$ cat src/rtl/wdt_pkg.sv
package wdt_pkg;
   typedef enum logic [1:0] {
      ACC_NONE  = 2'd0,
      ACC_READ  = 2'd1,
      ACC_WRITE = 2'd2
   } acc_kind_e;

   localparam int unsigned BCD_DIGIT_W = 4;
   localparam logic [3:0]  BCD_MAX     = 4'd9;

   function automatic acc_kind_e classify(input logic valid, input logic write);
      if (!valid)     return ACC_NONE;
      else if (write) return ACC_WRITE;
      else            return ACC_READ;
   endfunction
endpackage

$ cat src/rtl/wdt_bcd_digit.sv
module wdt_bcd_digit
   import wdt_pkg::*;
(
   input  logic [BCD_DIGIT_W-1:0] digit_i,
   input  logic                   borrow_i,
   output logic [BCD_DIGIT_W-1:0] digit_o,
   output logic                   borrow_o
);
   logic is_zero;
   assign is_zero = (digit_i == '0);

   always_comb begin
      if (!borrow_i)    digit_o = digit_i;
      else if (is_zero) digit_o = BCD_MAX;
      else              digit_o = digit_i - 1'b1;
   end

   assign borrow_o = borrow_i & is_zero;
endmodule

$ cat src/rtl/wdt_bcd_dec.sv
module wdt_bcd_dec
   import wdt_pkg::*;
#(
   parameter int unsigned DIGITS = 4,
   localparam int unsigned VAL_W = DIGITS * BCD_DIGIT_W
)(
   input  logic [VAL_W-1:0] val_i,
   output logic [VAL_W-1:0] dec_o,
   output logic             is_one_o,
   output logic             is_zero_o
);
   logic [DIGITS:0] borrow;
   assign borrow[0] = 1'b1;

   for (genvar g = 0; g < DIGITS; g++) begin : g_digit
      wdt_bcd_digit i_digit (
         .digit_i  (val_i[g*BCD_DIGIT_W +: BCD_DIGIT_W]),
         .borrow_i (borrow[g]),
         .digit_o  (dec_o[g*BCD_DIGIT_W +: BCD_DIGIT_W]),
         .borrow_o (borrow[g+1])
      );
   end

   assign is_one_o  = (val_i == VAL_W'(1));
   assign is_zero_o = (val_i == '0);
endmodule

$ cat src/rtl/wdt_regfile.sv
module wdt_regfile
   import wdt_pkg::*;
#(
   parameter int unsigned      ADDR_W   = 4,
   parameter int unsigned      DATA_W   = 8,
   parameter logic [ADDR_W-1:0] LO_ADDR  = 4'hC,
   parameter logic [ADDR_W-1:0] HI_ADDR  = 4'hD,
   parameter logic [ADDR_W-1:0] CMD_ADDR = 4'hB,
   parameter int unsigned      FLAG_BIT = 1,
   localparam int unsigned     VAL_W    = 2 * DATA_W
)(
   input  logic              clk,
   input  logic              rst_n,
   input  logic              valid_i,
   input  logic              write_i,
   input  logic [ADDR_W-1:0] addr_i,
   input  logic [DATA_W-1:0] wdata_i,
   input  logic              flag_i,
   output logic [DATA_W-1:0] rdata_o,
   output logic              kick_o,
   output logic [VAL_W-1:0]  cfg_o,
   output logic [VAL_W-1:0]  reload_o
);
   acc_kind_e         kind;
   logic              hit_lo, hit_hi;
   logic [DATA_W-1:0] lo_q, hi_q, lo_d, hi_d;

   assign kind   = classify(valid_i, write_i);
   assign hit_lo = (kind != ACC_NONE) && (addr_i == LO_ADDR);
   assign hit_hi = (kind != ACC_NONE) && (addr_i == HI_ADDR);
   assign kick_o = hit_lo | hit_hi;

   assign lo_d = (hit_lo && kind == ACC_WRITE) ? wdata_i : lo_q;
   assign hi_d = (hit_hi && kind == ACC_WRITE) ? wdata_i : hi_q;

   assign reload_o = {hi_d, lo_d};
   assign cfg_o    = {hi_q, lo_q};

   always_ff @(posedge clk or negedge rst_n) begin
      if (!rst_n) begin
         lo_q <= '0;
         hi_q <= '0;
      end else begin
         lo_q <= lo_d;
         hi_q <= hi_d;
      end
   end

   always_ff @(posedge clk or negedge rst_n) begin
      if (!rst_n) begin
         rdata_o <= '0;
      end else if (kind == ACC_READ) begin
         if (addr_i == LO_ADDR)       rdata_o <= lo_q;
         else if (addr_i == HI_ADDR)  rdata_o <= hi_q;
         else if (addr_i == CMD_ADDR) rdata_o <= DATA_W'(flag_i) << FLAG_BIT;
         else                         rdata_o <= '0;
      end
   end

   // a byte changes only when it is itself written
   p_lo_hold_r1: assert property (@(posedge clk) disable iff (!rst_n)
      !(valid_i && write_i && addr_i == LO_ADDR) |=> $stable(lo_q));
   p_hi_hold_r1: assert property (@(posedge clk) disable iff (!rst_n)
      !(valid_i && write_i && addr_i == HI_ADDR) |=> $stable(hi_q));
endmodule

$ cat src/rtl/wdt_countdown.sv
module wdt_countdown
   import wdt_pkg::*;
#(
   parameter int unsigned DIGITS = 4,
   localparam int unsigned VAL_W = DIGITS * BCD_DIGIT_W
)(
   input  logic             clk,
   input  logic             rst_n,
   input  logic             tick_i,
   input  logic             kick_i,
   input  logic [VAL_W-1:0] cfg_i,
   input  logic [VAL_W-1:0] reload_i,
   output logic             expire_o
);
   logic [VAL_W-1:0] cnt_q, cnt_dec;
   logic             cnt_one, cnt_zero, step;

   wdt_bcd_dec #(.DIGITS(DIGITS)) i_dec (
      .val_i     (cnt_q),
      .dec_o     (cnt_dec),
      .is_one_o  (cnt_one),
      .is_zero_o (cnt_zero)
   );

   // an access in the same cycle wins and the tick is dropped
   assign step     = tick_i && !kick_i && !cnt_zero;
   assign expire_o = step && cnt_one;

   always_ff @(posedge clk or negedge rst_n) begin
      if (!rst_n)        cnt_q <= '0;
      else if (kick_i)   cnt_q <= reload_i;
      else if (expire_o) cnt_q <= cfg_i;
      else if (step)     cnt_q <= cnt_dec;
   end

   // an access loads the count from the new stored value
   p_reload_r2: assert property (@(posedge clk) disable iff (!rst_n)
      kick_i |=> cnt_q == cfg_i);
   // the live count never exceeds the stored timeout (BCD order equals binary order)
   p_count_bound_r1: assert property (@(posedge clk) disable iff (!rst_n)
      cnt_q <= cfg_i);
   // a zero timeout keeps the counter idle
   p_zero_idle_r6: assert property (@(posedge clk) disable iff (!rst_n)
      (cfg_i == '0) |-> (cnt_q == '0));
endmodule

$ cat src/rtl/bcd_watchdog.sv
module bcd_watchdog
   import wdt_pkg::*;
#(
   parameter int unsigned       ADDR_W   = 4,
   parameter int unsigned       DATA_W   = 8,
   parameter logic [ADDR_W-1:0] LO_ADDR  = 4'hC,
   parameter logic [ADDR_W-1:0] HI_ADDR  = 4'hD,
   parameter logic [ADDR_W-1:0] CMD_ADDR = 4'hB,
   parameter int unsigned       FLAG_BIT = 1
)(
   input  logic              clk,
   input  logic              rst_n,
   input  logic              tick_i,
   input  logic              bus_valid_i,
   input  logic              bus_write_i,
   input  logic [ADDR_W-1:0] bus_addr_i,
   input  logic [DATA_W-1:0] bus_wdata_i,
   output logic [DATA_W-1:0] bus_rdata_o,
   output logic              wd_flag_o,
   output logic              wd_alarm_o
);
   localparam int unsigned DIGITS = (2 * DATA_W) / BCD_DIGIT_W;
   localparam int unsigned VAL_W  = DIGITS * BCD_DIGIT_W;

   if (DATA_W % BCD_DIGIT_W != 0) begin : g_bad_width
      $error("DATA_W must hold whole BCD digits");
   end
   if (FLAG_BIT >= DATA_W) begin : g_bad_flag
      $error("FLAG_BIT outside the data word");
   end
   if (LO_ADDR == HI_ADDR || LO_ADDR == CMD_ADDR || HI_ADDR == CMD_ADDR) begin : g_bad_map
      $error("register addresses must differ");
   end

   logic             kick, expire;
   logic [VAL_W-1:0] cfg, reload;

   wdt_regfile #(
      .ADDR_W(ADDR_W), .DATA_W(DATA_W), .LO_ADDR(LO_ADDR),
      .HI_ADDR(HI_ADDR), .CMD_ADDR(CMD_ADDR), .FLAG_BIT(FLAG_BIT)
   ) i_regs (
      .clk      (clk),
      .rst_n    (rst_n),
      .valid_i  (bus_valid_i),
      .write_i  (bus_write_i),
      .addr_i   (bus_addr_i),
      .wdata_i  (bus_wdata_i),
      .flag_i   (wd_flag_o),
      .rdata_o  (bus_rdata_o),
      .kick_o   (kick),
      .cfg_o    (cfg),
      .reload_o (reload)
   );

   wdt_countdown #(.DIGITS(DIGITS)) i_cnt (
      .clk      (clk),
      .rst_n    (rst_n),
      .tick_i   (tick_i),
      .kick_i   (kick),
      .cfg_i    (cfg),
      .reload_i (reload),
      .expire_o (expire)
   );

   always_ff @(posedge clk or negedge rst_n) begin
      if (!rst_n) begin
         wd_flag_o  <= 1'b0;
         wd_alarm_o <= 1'b0;
      end else begin
         wd_alarm_o <= expire;
         if (kick)        wd_flag_o <= 1'b0;
         else if (expire) wd_flag_o <= 1'b1;
      end
   end

   // an access clears the flag on the next cycle
   p_kick_clears_flag_r2: assert property (@(posedge clk) disable iff (!rst_n)
      (bus_valid_i && (bus_addr_i == LO_ADDR || bus_addr_i == HI_ADDR)) |=> !wd_flag_o);
   // every alarm pulse is accompanied by the flag
   p_alarm_sets_flag_r3: assert property (@(posedge clk) disable iff (!rst_n)
      wd_alarm_o |-> wd_flag_o);
   // no alarm while the timeout is zero
   p_disabled_quiet_r6: assert property (@(posedge clk) disable iff (!rst_n)
      (cfg == '0) |-> !wd_alarm_o);
endmodule

$ cat config.mk
export PLATFORM = sky130hd
export DESIGN_NAME = bcd_watchdog
export DESIGN_NICKNAME = d
export VERILOG_FILES = /design/src/rtl/wdt_pkg.sv /design/src/rtl/wdt_bcd_digit.sv /design/src/rtl/wdt_bcd_dec.sv /design/src/rtl/wdt_regfile.sv /design/src/rtl/wdt_countdown.sv /design/src/rtl/bcd_watchdog.sv
export SDC_FILE = /design/constraint.sdc
export NUM_CORES = 1
export LEC_CHECK = 0
export BUFFER_PORTS_ARGS = -buffer_cell sky130_fd_sc_hd__buf_2
export CAP_MARGIN = 0
export CORE_MARGIN = 4
export CORE_UTILIZATION = 55
export DETAILED_ROUTE_END_ITERATION = 10
export PLACE_DENSITY = 0.83
export SLEW_MARGIN = 20
export SYNTH_ARGS = -nofsm -noshare
export SYNTH_HDL_FRONTEND = slang
export SYNTH_SLANG_ARGS = --single-unit
export TNS_END_PERCENT = 50
$ cat constraint.sdc
create_clock -name clk -period 2.53 [get_ports clk]
set_input_delay 0.253 -clock clk [delete_from_list [all_inputs] [get_ports clk]]
set_output_delay 0.253 -clock clk [all_outputs]
set_load 0.05 [all_outputs]
Word level (Yosys, flattened, before mapping)

Cells that the tools add are included.

Add/sub/neg operators: 4
Eq/ne operators: 6
Mux-type cells: 19
Bitwise gates (word level): 3
Reduce and logical (&&, ||, !) cells: 23

Operator list:

| cell                                                 | count |
|---|---|
| 2-to-1 mux 16 bit                                    | 3 |
| 2-to-1 mux 8 bit                                     | 4 |
| 2-to-1 mux 4 bit                                     | 7 |
| equality test 16 x 1 -> 1 bit, second input constant | 1 |
| zero test 16 bit                                     | 1 |
| zero test 4 bit                                      | 4 |
| subtractor 4 x 1 -> 4 bit, second input constant     | 4 |
| equality test 4 bit, second input constant           | 3 |
| nonzero test 3 bit                                   | 4 |
| logical AND 1 bit                                    | 7 |
| 2-to-1 mux 2 bit                                     | 3 |
| AND reduction 2 bit                                  | 3 |
| nonzero test 2 bit                                   | 2 |
| AND 1 bit                                            | 2 |
| equality test 2 x 1 -> 1 bit, second input constant  | 1 |
| equality test 2 bit, second input constant           | 1 |
| zero test 1 bit                                      | 2 |
| 2-to-1 mux 1 bit                                     | 2 |
| bitwise OR 1 bit                                     | 1 |

Register bits after elaboration: 42
Input port bits: 17
Output and inout port bits: 10
Word-level logic and storage cells: 64

Longest topological paths before layout

Depth after elaboration: 11
Mapped depth: 7
Mapped depth without buffers: 5

By module

Synthesis repeated with hierarchy kept, for this count alone.

Cells, all modules: 243
Area, all modules: 2,651.3 um2

Modules (own cells, without submodules):

| module        | instances | cells an instance | area each (um2) | seq. area each (um2) |
|---|---|---|---|---|
| wdt_countdown | 1         | 110               | 1,133.6         | 400.4 |
| wdt_regfile   | 1         | 78                | 1,066.0         | 600.6 |
| wdt_bcd_digit | 4         | 11                | 78.8            | 0.0 |
| wdt_bcd_dec   | 1         | 8                 | 76.3            | 0.0 |
| bcd_watchdog  | 1         | 3                 | 60.1            | 50.0 |

Least setup slack after synthesis

No wires, ideal clock.

Kind: register to register
Start: register i_cnt.cnt_q[12]
End: register i_cnt.cnt_q[10]
Setup time: 0.125 ns
Arrival: 1.790 ns
Required time: 2.405 ns
Path slack: 0.615 ns
Cell stages (with the launch flop): 8
Path buffers: 2
Period minus slack after synthesis: 1.915 ns
Cell sequence: dfrtp_1 -> buf_6 -> nor4_4 -> buf_6 -> nand3_2 -> a211o_1 -> nand2_1 -> mux2_2

Cells in the longest elaborated chain, start to end: 6
Elaborated cells between the ends (all ways): 10
Classes of those cells: 1 x eq/ne; 2 x mux; 7 x reduce/logical

Ends and longest elaborated chain:

| item                                                                      | RTL line            | text |
|---|---|---|
| start, declared                                                           | wdt_countdown.sv:15 | `logic [VAL_W-1:0] cnt_q, cnt_dec;` |
| start signal, assigned                                                    | wdt_countdown.sv:31 | `else if (kick_i) cnt_q <= reload_i;` |
| start signal, assigned                                                    | wdt_countdown.sv:32 | `else if (expire_o) cnt_q <= cfg_i;` |
| start signal, assigned                                                    | wdt_countdown.sv:33 | `else if (step) cnt_q <= cnt_dec;` |
| zero test 16 bit                                                          | wdt_bcd_dec.sv:25   | `assign is_zero_o = (val_i == '0);` |
| zero test 1 bit                                                           | wdt_countdown.sv:26 | `assign step = tick_i && !kick_i && !cnt_zero;` |
| logical AND 1 bit                                                         | wdt_countdown.sv:26 |  |
| logical AND 1 bit                                                         | wdt_countdown.sv:27 | `assign expire_o = step && cnt_one;` |
| nonzero test 3 bit (no line) / 2-to-1 mux 16 bit (equally long branches)  | n/a                 |  |
| AND reduction 2 bit (no line) / 2-to-1 mux 16 bit (equally long branches) | n/a                 |  |

Parallel ways exist; a longest one is shown, timed or not.
A chain may end at the register's enable or synchronous reset.

Worst setup path in the final report

Start: register i_cnt.cnt_q[9]
End: register i_cnt.cnt_q[5]

Same word-level chain as after synthesis.

==> flow_results.xml <==
<?xml version="1.0" encoding="UTF-8"?>
<metrics>
  <group name="timing">
    <metric name="final_min_period_over_clock_period" unit="">0.870</metric>
    <metric name="clock-skew-final" unit="ns">0.00669</metric>
    <metric name="final_critical_path_setup_slack" unit="ns">0.330</metric>
    <metric name="finalSetupTns" unit="ns">0</metric>
    <metric name="timing_worst_slew_pin_value" unit="ns">0.925</metric>
    <metric name="fin_crit" unit="ns">2.20</metric>
    <metric name="max-slew-margin-rel" unit="">0.383</metric>
    <metric name="fmax" unit="MHz">455</metric>
    <metric name="timing.final.setup_violations" unit="">0</metric>
    <metric name="slew_violations" unit="">0</metric>
    <metric name="rsz0062_at_grt" unit="">false</metric>
    <metric name="report.final.hold_viol_count" unit="">0</metric>
    <metric name="finalHoldWorstSlack" unit="ns">0.0884</metric>
  </group>
  <group name="drt">
    <metric name="num_vias" unit="">1953</metric>
    <metric name="ant_nets" unit="">0</metric>
    <metric name="remaining_drc_errors" unit="">0</metric>
    <metric name="post_drt_wl_per_cell" unit="µm">17.7</metric>
    <metric name="detail_route.vias_per_cell" unit="">6.38</metric>
    <metric name="number_of_iterations_in_the_first_detailed_routing_pass" unit="">5</metric>
    <metric name="totalWireLength" unit="µm">5420</metric>
    <metric name="number_of_drc_markers_after_the_initial_detailed_route_iteration" unit="">197</metric>
  </group>
  <group name="die">
    <metric name="placement_rows" unit="">23</metric>
    <metric name="die_area" unit="mm²">0.00530</metric>
    <metric name="floorplan.die.width" unit="µm">72.8</metric>
    <metric name="dieHeight" unit="µm">72.8</metric>
    <metric name="num_io_pins" unit="">27</metric>
    <metric name="floorplan.initialDensity" unit="">0.573</metric>
    <metric name="core-area" unit="mm²">0.00403</metric>
  </group>
  <group name="setup_path">
    <metric name="setup.worst_path.class" unit="">flop to flop</metric>
    <metric name="cpLargestDelayFamily" unit="">simple AND/OR/NAND/NOR gates</metric>
    <metric name="worst_path_max_delay_cell" unit="">dfrtp_1</metric>
    <metric name="worst_r2r_startpoint" unit="">i_cnt.cnt_q[9]</metric>
    <metric name="cp_max_fo" unit="">7</metric>
    <metric name="required_time_of_the_critical_path" unit="ns">2.72</metric>
    <metric name="crit_arrival" unit="ns">2.39</metric>
    <metric name="worstSetupEndpointType" unit="">flop</metric>
    <metric name="crit_path_start" unit="">i_cnt.cnt_q[9]</metric>
    <metric name="worstPathCellList" unit="">nor4_4 -&gt; and3_1 -&gt; a21oi_2 -&gt; o21ai_0 -&gt; mux2_2</metric>
    <metric name="cp.buffers_inverters" unit="">0</metric>
    <metric name="cp_peak_stage_delay" unit="ns">0.46</metric>
    <metric name="worstSetupStartpointType" unit="">flop</metric>
  </group>
  <group name="placed_design">
    <metric name="place.gp.congestion" unit="">0.850</metric>
    <metric name="placement.setup.worst_slack" unit="ns">0.377</metric>
    <metric name="placed_cells_incl_taps" unit="">298</metric>
    <metric name="port-buffer-count" unit="">26</metric>
    <metric name="detailedPlacementHpwl" unit="µm">3960</metric>
  </group>
  <group name="logic_synthesis">
    <metric name="synth-warning-count" unit="">0</metric>
    <metric name="synth-main-ff-cell" unit="">dfrtp_1</metric>
    <metric name="synth_enable_flop_cells" unit="">0</metric>
    <metric name="synthCells" unit="">228</metric>
    <metric name="async_flop_share" unit="">1.00</metric>
    <metric name="yosys_register_bits" unit="">42</metric>
    <metric name="yosysUniqueCellTypes" unit="">47</metric>
    <metric name="share_of_the_yosys_chip_area_belonging_to_registers" unit="">0.455</metric>
    <metric name="syn-num-nets" unit="">245</metric>
    <metric name="synth.avg_cell_area" unit="µm²">10.1</metric>
    <metric name="netlist_area" unit="mm²">0.00231</metric>
  </group>
  <group name="cells_and_area">
    <metric name="syn_to_final_growth" unit="%">11.4</metric>
    <metric name="post_layout_nonfiller_instances" unit="">306</metric>
    <metric name="mostFrequentLayoutCell" unit="">dfrtp_1</metric>
    <metric name="antenna_cells" unit="">0</metric>
    <metric name="final_core_util" unit="">0.638</metric>
    <metric name="commonest_cells_after_routing_fill_and_taps_aside" unit="">dfrtp_1, buf_2, nand2_1, mux2_2, o21ai_0</metric>
    <metric name="design.final.nets" unit="">272</metric>
    <metric name="drive_above_1_share" unit="">0.281</metric>
  </group>
  <group name="pwr">
    <metric name="power.sequential.fraction" unit="">0.474</metric>
    <metric name="power.density" unit="mW/mm²">848</metric>
    <metric name="netSwitchingPower" unit="µW">787</metric>
    <metric name="ir_worst_vdd" unit="V">0.000405</metric>
    <metric name="intPower" unit="µW">1390</metric>
    <metric name="combPwrFrac" unit="">0.325</metric>
    <metric name="total_leakage_power" unit="µW">0.00111</metric>
    <metric name="clk_pwr_share" unit="">0.201</metric>
    <metric name="switching_share" unit="">0.361</metric>
  </group>
  <group name="clocking">
    <metric name="max-clock-path-buffers" unit="">2</metric>
    <metric name="cts-hold-fix-buffers" unit="">0</metric>
    <metric name="cts.clk_slew.worst_paths" unit="ns">0.08</metric>
    <metric name="insertion_delay" unit="ns">0.29</metric>
    <metric name="tritoncts" unit="">yes</metric>
    <metric name="cts_num_sinks" unit="">42</metric>
    <metric name="clock_tree.root_cell" unit="">clkbuf_8</metric>
    <metric name="tritoncts.num_buffers" unit="">5</metric>
    <metric name="ctsResizeCount" unit="">0</metric>
    <metric name="cts-htree-levels" unit="">2</metric>
    <metric name="cts_setup_buffers" unit="">0</metric>
  </group>
  <group name="status">
    <metric name="status" unit="">finished, final reports clean</metric>
  </group>
  <group name="global_routing">
    <metric name="antenna_found_initial" unit="">0</metric>
    <metric name="wire_length_of_the_first_global_routing_pass" unit="µm">9090</metric>
    <metric name="globalRouteOverflowTotal" unit="">0</metric>
    <metric name="groute.usage.overall" unit="">0.222</metric>
    <metric name="grt_max_degree" unit="">43</metric>
    <metric name="via_count_of_the_first_global_routing_pass" unit="">1840</metric>
  </group>
  <group name="flow_run">
    <metric name="timing.max_cap.violations" unit="">0</metric>
  </group>
  <group name="min_path">
    <metric name="min-delay-path-class" unit="">input pin to asynchronous set/reset pin</metric>
  </group>
</metrics>
## final timing paths
kind | slack (ns) | depth (start not counted) | endpoint
min in group clk | 0.22 | 2 | i_regs.hi_q[4]
min | 0.09 | 1 | i_regs.rdata_o[5]
max in group asynchronous | 1.85 | 1 | i_cnt.cnt_q[3]
max | 0.33 | 5 | i_cnt.cnt_q[5]
min reg2reg | 0.47 | 2 | i_regs.rdata_o[7]
max reg2reg | 0.33 | 5 | i_cnt.cnt_q[5]
## power groups by stage
stage                     Sequential, µW  Combinational, µW  Clock (µW)
after floorplan                     1010                548           0
after global placement              1030                676           0
after detailed placement            1040                702           0
after CTS                           1030                704         446
after global routing                1050                792         476
final                               1030                708         439
## Yosys cell counts (3+ instances only)
| library cell | n | share of area |
|---|---|---|
| a22oi_1 | 7 | 0.023 |
| mux2_2 | 23 | 0.11 |
| dfrtp_1 | 42 | 0.46 |
| nand3_1 | 3 | 0.0065 |
| clkbuf_1 | 7 | 0.011 |
| a221o_1 | 6 | 0.026 |
| nor2_1 | 13 | 0.021 |
| a21oi_1 | 14 | 0.030 |
| nor3_1 | 8 | 0.017 |
| o21ai_0 | 20 | 0.043 |
| o22ai_1 | 4 | 0.011 |
| and3_1 | 4 | 0.011 |
| nand2_1 | 24 | 0.039 |
| nor4_1 | 4 | 0.011 |
| a31oi_1 | 4 | 0.011 |
| nand2b_1 | 4 | 0.011 |
## per-stage QoR
stage / cell area, µm² / power, µW
global placement: 2480 / 1710
CTS: 2570 / 2180
detailed placement: 2480 / 1740
floorplan: 2310 / 1560
global route: 2570 / 2320
finish: 2570 / 2180
## state kept, by name, summed over array words and instances (netlist names)
name / count
i_regs.rdata_o: 8
i_regs.hi_q: 8
i_cnt.cnt_q: 16
wd_alarm_o: 1
i_regs.lo_q: 8
wd_flag_o: 1
## final cells by class
cell class	instances	area [µm²]
multi-input combinational	173	1190
clock buffer	7	86.3
fill	344	1460
tap	50	62.6
clock inverter	1	5.00
inverter	1	3.75
sequential	42	1050
timing repair buffer	32	175
## logic make-up after synthesis
family	synth area share
simple gates	0.196
buf+inv	0.0304
flops	0.455
xor+xnor	0.00379
mux	0.117
compound gates	0.198
## routing by layer
metal | wire length, µm | global-route usage | vias to the layer above
met5 | 0 | 0 | -
met4 | 61 | 0.0758 | 0
met2 | 2630 | 0.342 | 99
met1 | 2280 | 0.310 | 927
li1 | - | - | 920
met3 | 451 | 0.0510 | 7
No activity file was read; power rests on OpenSTA's default activity.
